`src/rtl/unpk_pkg.sv`:
```
package unpk_pkg;

  localparam int unsigned SAMPLE_W = 24;
  localparam int unsigned SLOT_MAX = 32;

  typedef enum logic [2:0] {
    PK_BYTE = 3'd0,
    PK_HALF = 3'd2,
    PK_WORD = 3'd4
  } pack_e;

  // Number of slots in a word, minus one, for a packing code.
  function automatic logic [2:0] pk_last_slot(input logic [2:0] code);
    case (code)
      PK_BYTE: return 3'd7;
      PK_HALF: return 3'd3;
      default: return 3'd1;
    endcase
  endfunction

  // Largest MSB index a slot can hold.
  function automatic logic [4:0] pk_slot_top(input logic [2:0] code);
    case (code)
      PK_BYTE: return 5'd7;
      PK_HALF: return 5'd15;
      default: return 5'd31;
    endcase
  endfunction

  function automatic logic [4:0] pk_eff_msb(input logic [2:0] code, input logic [4:0] msb);
    logic [4:0] top;
    top = pk_slot_top(code);
    return (msb > top) ? top : msb;
  endfunction

  // Keep bits eff..0 of the slot, then move bit eff onto bit 23.
  function automatic logic [SAMPLE_W-1:0] pk_align(input logic [SLOT_MAX-1:0] field,
                                                   input logic [4:0] eff);
    logic [SLOT_MAX-1:0] keep;
    logic [SLOT_MAX-1:0] moved;
    keep = field & ((32'd2 << eff) - 32'd1);
    if (eff >= 5'd23) moved = keep >> (eff - 5'd23);
    else              moved = keep << (5'd23 - eff);
    return moved[SAMPLE_W-1:0];
  endfunction

endpackage

```
`src/rtl/unpk_slot_pick.sv`:
```
module unpk_slot_pick
  import unpk_pkg::*;
#(
  parameter int unsigned WORD_W = 64
) (
  input  logic [WORD_W-1:0]   word,
  input  logic [2:0]          code,
  input  logic [2:0]          slot,
  output logic [SLOT_MAX-1:0] field
);
  localparam int unsigned N8  = WORD_W / 8;
  localparam int unsigned N16 = WORD_W / 16;
  localparam int unsigned N32 = WORD_W / 32;

  logic [7:0]  s8  [N8];
  logic [15:0] s16 [N16];
  logic [31:0] s32 [N32];

  for (genvar g = 0; g < N8; g++) begin : g_b
    assign s8[g] = word[g*8 +: 8];
  end
  for (genvar g = 0; g < N16; g++) begin : g_h
    assign s16[g] = word[g*16 +: 16];
  end
  for (genvar g = 0; g < N32; g++) begin : g_w
    assign s32[g] = word[g*32 +: 32];
  end

  always_comb begin
    case (code)
      PK_BYTE: field = {24'd0, s8[slot]};
      PK_HALF: field = {16'd0, s16[slot[1:0]]};
      default: field = s32[slot[0]];
    endcase
  end
endmodule

```
`src/rtl/unpk_msb_align.sv`:
```
module unpk_msb_align
  import unpk_pkg::*;
(
  input  logic [SLOT_MAX-1:0] field,
  input  logic [2:0]          code,
  input  logic [4:0]          msb_pos,
  output logic [SAMPLE_W-1:0] sample
);
  logic [4:0] eff_msb;
  assign eff_msb = pk_eff_msb(code, msb_pos);
  assign sample  = pk_align(field, eff_msb);
endmodule

```
`src/rtl/unpk_seq.sv`:
```
module unpk_seq
  import unpk_pkg::*;
#(
  parameter int unsigned WORD_W = 64
) (
  input  logic              clk,
  input  logic              rst_n,
  input  logic [2:0]        code,
  input  logic              stereo,
  input  logic              in_valid,
  input  logic [WORD_W-1:0] in_data,
  output logic              in_ready,
  output logic              out_valid,
  output logic              out_right,
  input  logic              out_ready,
  output logic [WORD_W-1:0] word_q,
  output logic [2:0]        slot_q
);
  logic held_q, dup_q;
  logic emit_fire, last_emit, word_take;

  assign emit_fire = held_q && out_ready;
  assign last_emit = (slot_q == pk_last_slot(code)) && (stereo || dup_q);
  assign in_ready  = !held_q || (emit_fire && last_emit);
  assign word_take = in_valid && in_ready;
  assign out_valid = held_q;
  assign out_right = stereo ? slot_q[0] : dup_q;

  always_ff @(posedge clk) begin
    if (!rst_n) begin
      held_q <= 1'b0;
      slot_q <= '0;
      dup_q  <= 1'b0;
      word_q <= '0;
    end else if (word_take) begin
      held_q <= 1'b1;
      slot_q <= '0;
      dup_q  <= 1'b0;
      word_q <= in_data;
    end else if (emit_fire) begin
      if (last_emit) begin
        held_q <= 1'b0;
      end else if (!stereo && !dup_q) begin
        dup_q <= 1'b1;
      end else begin
        dup_q  <= 1'b0;
        slot_q <= slot_q + 3'd1;
      end
    end
  end
endmodule

```
`src/rtl/fifo_sample_unpacker.sv`:
```
module fifo_sample_unpacker
  import unpk_pkg::*;
#(
  parameter int unsigned WORD_W = 64,
  parameter int unsigned OUT_W  = SAMPLE_W
) (
  input  logic              clk,
  input  logic              rst_n,
  input  logic [2:0]        cfg_pack,
  input  logic [4:0]        cfg_msb_pos,
  input  logic [7:0]        cfg_chan_mask,
  input  logic              in_valid,
  input  logic [WORD_W-1:0] in_data,
  output logic              in_ready,
  output logic              out_valid,
  output logic [OUT_W-1:0]  out_sample,
  output logic              out_right,
  input  logic              out_ready
);
  logic                stereo;
  logic [WORD_W-1:0]   word_q;
  logic [2:0]          slot_q;
  logic [SLOT_MAX-1:0] field;
  logic [SAMPLE_W-1:0] aligned;

  assign stereo = (cfg_chan_mask & 8'hFE) != 8'h00;

  unpk_seq #(.WORD_W(WORD_W)) u_seq (
    .clk(clk), .rst_n(rst_n), .code(cfg_pack), .stereo(stereo),
    .in_valid(in_valid), .in_data(in_data), .in_ready(in_ready),
    .out_valid(out_valid), .out_right(out_right), .out_ready(out_ready),
    .word_q(word_q), .slot_q(slot_q)
  );

  unpk_slot_pick #(.WORD_W(WORD_W)) u_pick (
    .word(word_q), .code(cfg_pack), .slot(slot_q), .field(field)
  );

  unpk_msb_align u_align (
    .field(field), .code(cfg_pack), .msb_pos(cfg_msb_pos), .sample(aligned)
  );

  assign out_sample = aligned[OUT_W-1:0];
endmodule

```
`config.mk`:
```
export PLATFORM = sky130hd
export DESIGN_NAME = fifo_sample_unpacker
export DESIGN_NICKNAME = d
export VERILOG_FILES = /design/src/rtl/unpk_pkg.sv /design/src/rtl/unpk_slot_pick.sv /design/src/rtl/unpk_msb_align.sv /design/src/rtl/unpk_seq.sv /design/src/rtl/fifo_sample_unpacker.sv
export SDC_FILE = /design/constraint.sdc
export NUM_CORES = 1
export LEC_CHECK = 0
export BUFFER_PORTS_ARGS = -buffer_cell sky130_fd_sc_hd__buf_2
export CORE_MARGIN = 10
export CORE_UTILIZATION = 47
export DETAILED_ROUTE_END_ITERATION = 10
export HOLD_SLACK_MARGIN = 0.1
export PLACE_DENSITY_LB_ADDON = 0.15
export SKIP_CTS_REPAIR_TIMING = 1
export SYNTH_ARGS = -nofsm -noshare
export SYNTH_HDL_FRONTEND = slang
export SYNTH_SLANG_ARGS = --single-unit
```
`constraint.sdc`:
```
create_clock -name clk -period 18.1 [get_ports clk]
set_clock_uncertainty 0.2 [all_clocks]
set_input_delay 3.62 -clock clk [delete_from_list [all_inputs] [get_ports clk]]
set_output_delay 3.62 -clock clk [all_outputs]
set_load 0.01 [all_outputs]
```
==> results.yml <==
route:
  post_drt_wl_per_cell_um: 23.2
  drt_first_pass_iters: 8
  num_vias: 9909
  drt_iter0_markers: 1206
  ant_nets: 0
  finalWirelength_um: 34000
  drc: 0
  via_per_inst: 6.75
critical_path:
  r2r_end: "u_seq.word_q[54]"
  r2r_slack_ns: 14.44
  reg2reg_from: "u_seq.slot_q[0]"
  critPathMaxStageDelay_ns: 0.81
  endpoint_kind: "output port"
  worstPathRequired_ns: 14.28
  cp_max_fo: 47
  crit_family: "compound AO/OA/AOI/OAI gates"
  worstSetupStartpointType: "primary input"
  critPathBufInv: 6
  worstPathArrival_ns: 11.73
  crit_chain: "buf_2 -> or2_1 -> inv_2 -> ha_1 -> a21oi_1 -> nand2b_1 -> buf_4 -> inv_2 -> ha_1 -> nand2_1 -> nor2_1 -> inv_1 -> ha_1 -> and4_1 -> a21oi_1 -> o221ai_1 -> a211oi_1 -> a21oi_1 -> mux2_2 -> o221ai_1 -> o22ai_1 -> o22ai_1 -> buf_2"
  critical_path_class: "in -> out"
  ff2ff_path_depth: 6
  cp_slowest_cell: "or2_1"
clocking:
  h-tree-depth: 3
  clkSlewWorstSetupHoldPaths_ns: 0.05
  clock_path_buffers: 2
  cts_tree: "built"
  cts_buffers: 9
  clkLatencyLatePin_ns: 0.33
  root_buffer: "clkbuf_16"
  clock_sinks: 69
synth:
  syn_inst: 1198
  synth_edf_count: 0
  ys_seq_area_share_pct: 15.7
  synth_top_cell_area_share_pct: 15.7
  synthTopCellsByArea: "dfxtp_1, nand2_1, mux4_2"
  syn-mean-instance-area_um2: 7.35
  yosysTopAreaCell: "dfxtp_1"
  yosys-top-cells-count: "nand2_1, nor2_1, clkbuf_1, dfxtp_1, a21boi_0"
  synth_area_um2: 8810
  yosysWarnings: 0
  postSynth.asyncResetShare_pct: 0
  syn_nets: 1294
  synth_ff_type: "dfxtp_1"
  ys_ff_latch: 69
  synth.most_common_cell: "nand2_1"
  synth.distinct_cells: 93
min_path:
  hold_start: "u_seq.word_q[51]"
  hold_path_depth: 2
  hold_end: "u_seq.word_q[51]"
  hp-class: "reg -> reg"
sta:
  finalCriticalPeriod_ns: 15.55
  setup_tns_ns: 0
  max_freq_mhz: 64.3
  slew_violations: 0
  worstMarginPinSlew_ns: 1.03
  hold_viol_final: 0
  period_share_pct: 85.9
  slew_headroom_pct: 31.7
  rsz0062_at_grt: "false"
  final-setup-viol-count: 0
placed_design:
  gp_congestion: 0.974
  io_buffers: 109
  dp_hpwl_um: 25900
  placed_area_um2: 9330
power:
  p_int_mw: 0.352
  pwr_density_cell_nw_per_um2: 63.4
  p_sw_mw: 0.256
  p_sw_share_pct: 42.1
  clockPowerShare_pct: 25.6
  pwr-share-seq_pct: 28.1
  p_comb_share_pct: 46.4
  ir_worst_vdd_v: 0.0000530
  cellLeakagePower_nw: 3.52
final_layout:
  areaGrowthSynthToFinish_pct: 8.84
  fillCellCount: 1880
  drive_gt1_share_pct: 18.6
  final_area_um2: 9590
  nets: 1325
  diodes: 0
global_routing:
  grt.overflow.total: 0
  grt_max_degree: 76
  grt_usage_pct: 26.8
  grt_pass1_wl_um: 52700
  antenna_found_initial: 0
  first_global_vias: 9096
floorplan:
  dieArea_um2: 24600
  io_pins: 111
  fp.dieW_um: 157
  core_region_area_um2: 18600
  chipHeight_um: 157
  num_rows: 50
  start_util_pct: 47.4
flow_run:
  maxCapViolations: 0
outcome:
  status: "completed"
==> worst reg2reg max path, stage by stage (launching register included) <==
cell and delay (ns):
dfxtp_4 0.33, buf_4 0.74, nand4_1 0.32, o21ai_0 0.55, and2_2 0.93, nand2_1 0.30
a21boi_0 0.21
==> through the flow <==
stage | std cells | worst slack [ns] | power (mW) | util [%] | hold WS (ns)
4_1_cts | 1468 | 2.72 | 0.602 | 51.6 | 0.294
6_report | 1468 | 2.55 | 0.608 | 51.6 | 0.290
3_3_place_gp | 1452 | 2.87 | 0.446 | 50.2 | 0.280
2_1_floorplan | 1198 | 4.58 | 0.363 | - | 0.249
5_1_grt | 1468 | 2.00 | 0.638 | 51.6 | 0.313
3_5_place_dp | 1452 | 2.76 | 0.446 | 50.2 | 0.287
==> cell type report <==
type / instances / area, µm² / area share (%)
inverter: 19 / 71.3 / 0.744
clock inverter: 4 / 23.8 / 0.248
sequential: 69 / 1390 / 14.4
timing repair buffer: 124 / 658 / 6.87
clock buffer: 12 / 236 / 2.47
tap: 234 / 293 / 3.05
multi-input combinational: 1006 / 6920 / 72.2
==> cells by family after synthesis <==
kind of cell             Yosys count  synth area share, %
AND/OR/NAND/NOR                  481                 25.4
flip-flops                        69                 15.7
multiplexers                     108                 17.2
adder cells (fa/ha/maj)           12                 1.70
AO/OA/AOI/OAI                    390                 32.5
XOR/XNOR                          15                 1.49
buffers and inverters            123                 5.90
==> cell usage in the layout, fill, tap and decap left out, drive strengths merged, types with 7 or more instances in the layout <==
cell       n
mux2      23
a211oi    21
o31ai      9
a311oi     7
buf      124
and2      17
mux4      32
a21oi     56
nand2b     9
a211o      8
o22ai     24
nand4     11
a31oi     17
a21o       9
nor3      29
o211ai    17
ha        12
a221o      7
nor4      11
o21ai     46
nor2      82
dfxtp     69
o2111ai   11
or4        7
inv       20
o32ai      7
clkbuf    12
a21boi    66
o311ai    12
o21a       7
o221ai     8
xnor2     11
nand2    221
nor2b      7
mux2i     53
and3      11
nand3     44
or3       12
==> layer usage <==
layer | GRT usage, % | wire (µm)
met5 | 0 | 0
met1 | 35.3 | 14100
met2 | 43.1 | 15700
met4 | 9.89 | 1180
met3 | 4.53 | 3020
==> state kept, by name, summed over array words and instances (netlist names) <==
signal           flops
u_seq.word_q        64
u_seq.slot_q         3
u_seq.dup_q          1
u_seq.out_valid      1
==> how the worst max path moves through the flow <==
stage / startpoint / end / slack [ns] / cells past startpoint
after global placement: cfg_pack[2] / out_sample[18] / 2.87 / 23
after global routing: cfg_pack[2] / out_sample[18] / 2.00 / 23
after CTS: cfg_pack[2] / out_sample[18] / 2.72 / 23
after detailed placement: cfg_pack[2] / out_sample[18] / 2.76 / 23
final: cfg_pack[0] / out_sample[18] / 2.55 / 23
after floorplan: cfg_pack[0] / out_sample[7] / 4.58 / 29
==> power by group through the flow <==
stage | Sequential, mW | Combinational (mW) | Clock [mW]
after floorplan | 0.169 | 0.194 | 0
after global placement | 0.173 | 0.273 | 0
after detailed placement | 0.174 | 0.273 | 0
after CTS | 0.170 | 0.274 | 0.158
after global routing | 0.171 | 0.302 | 0.164
final | 0.171 | 0.282 | 0.155
No activity file was read; power rests on OpenSTA's default activity.
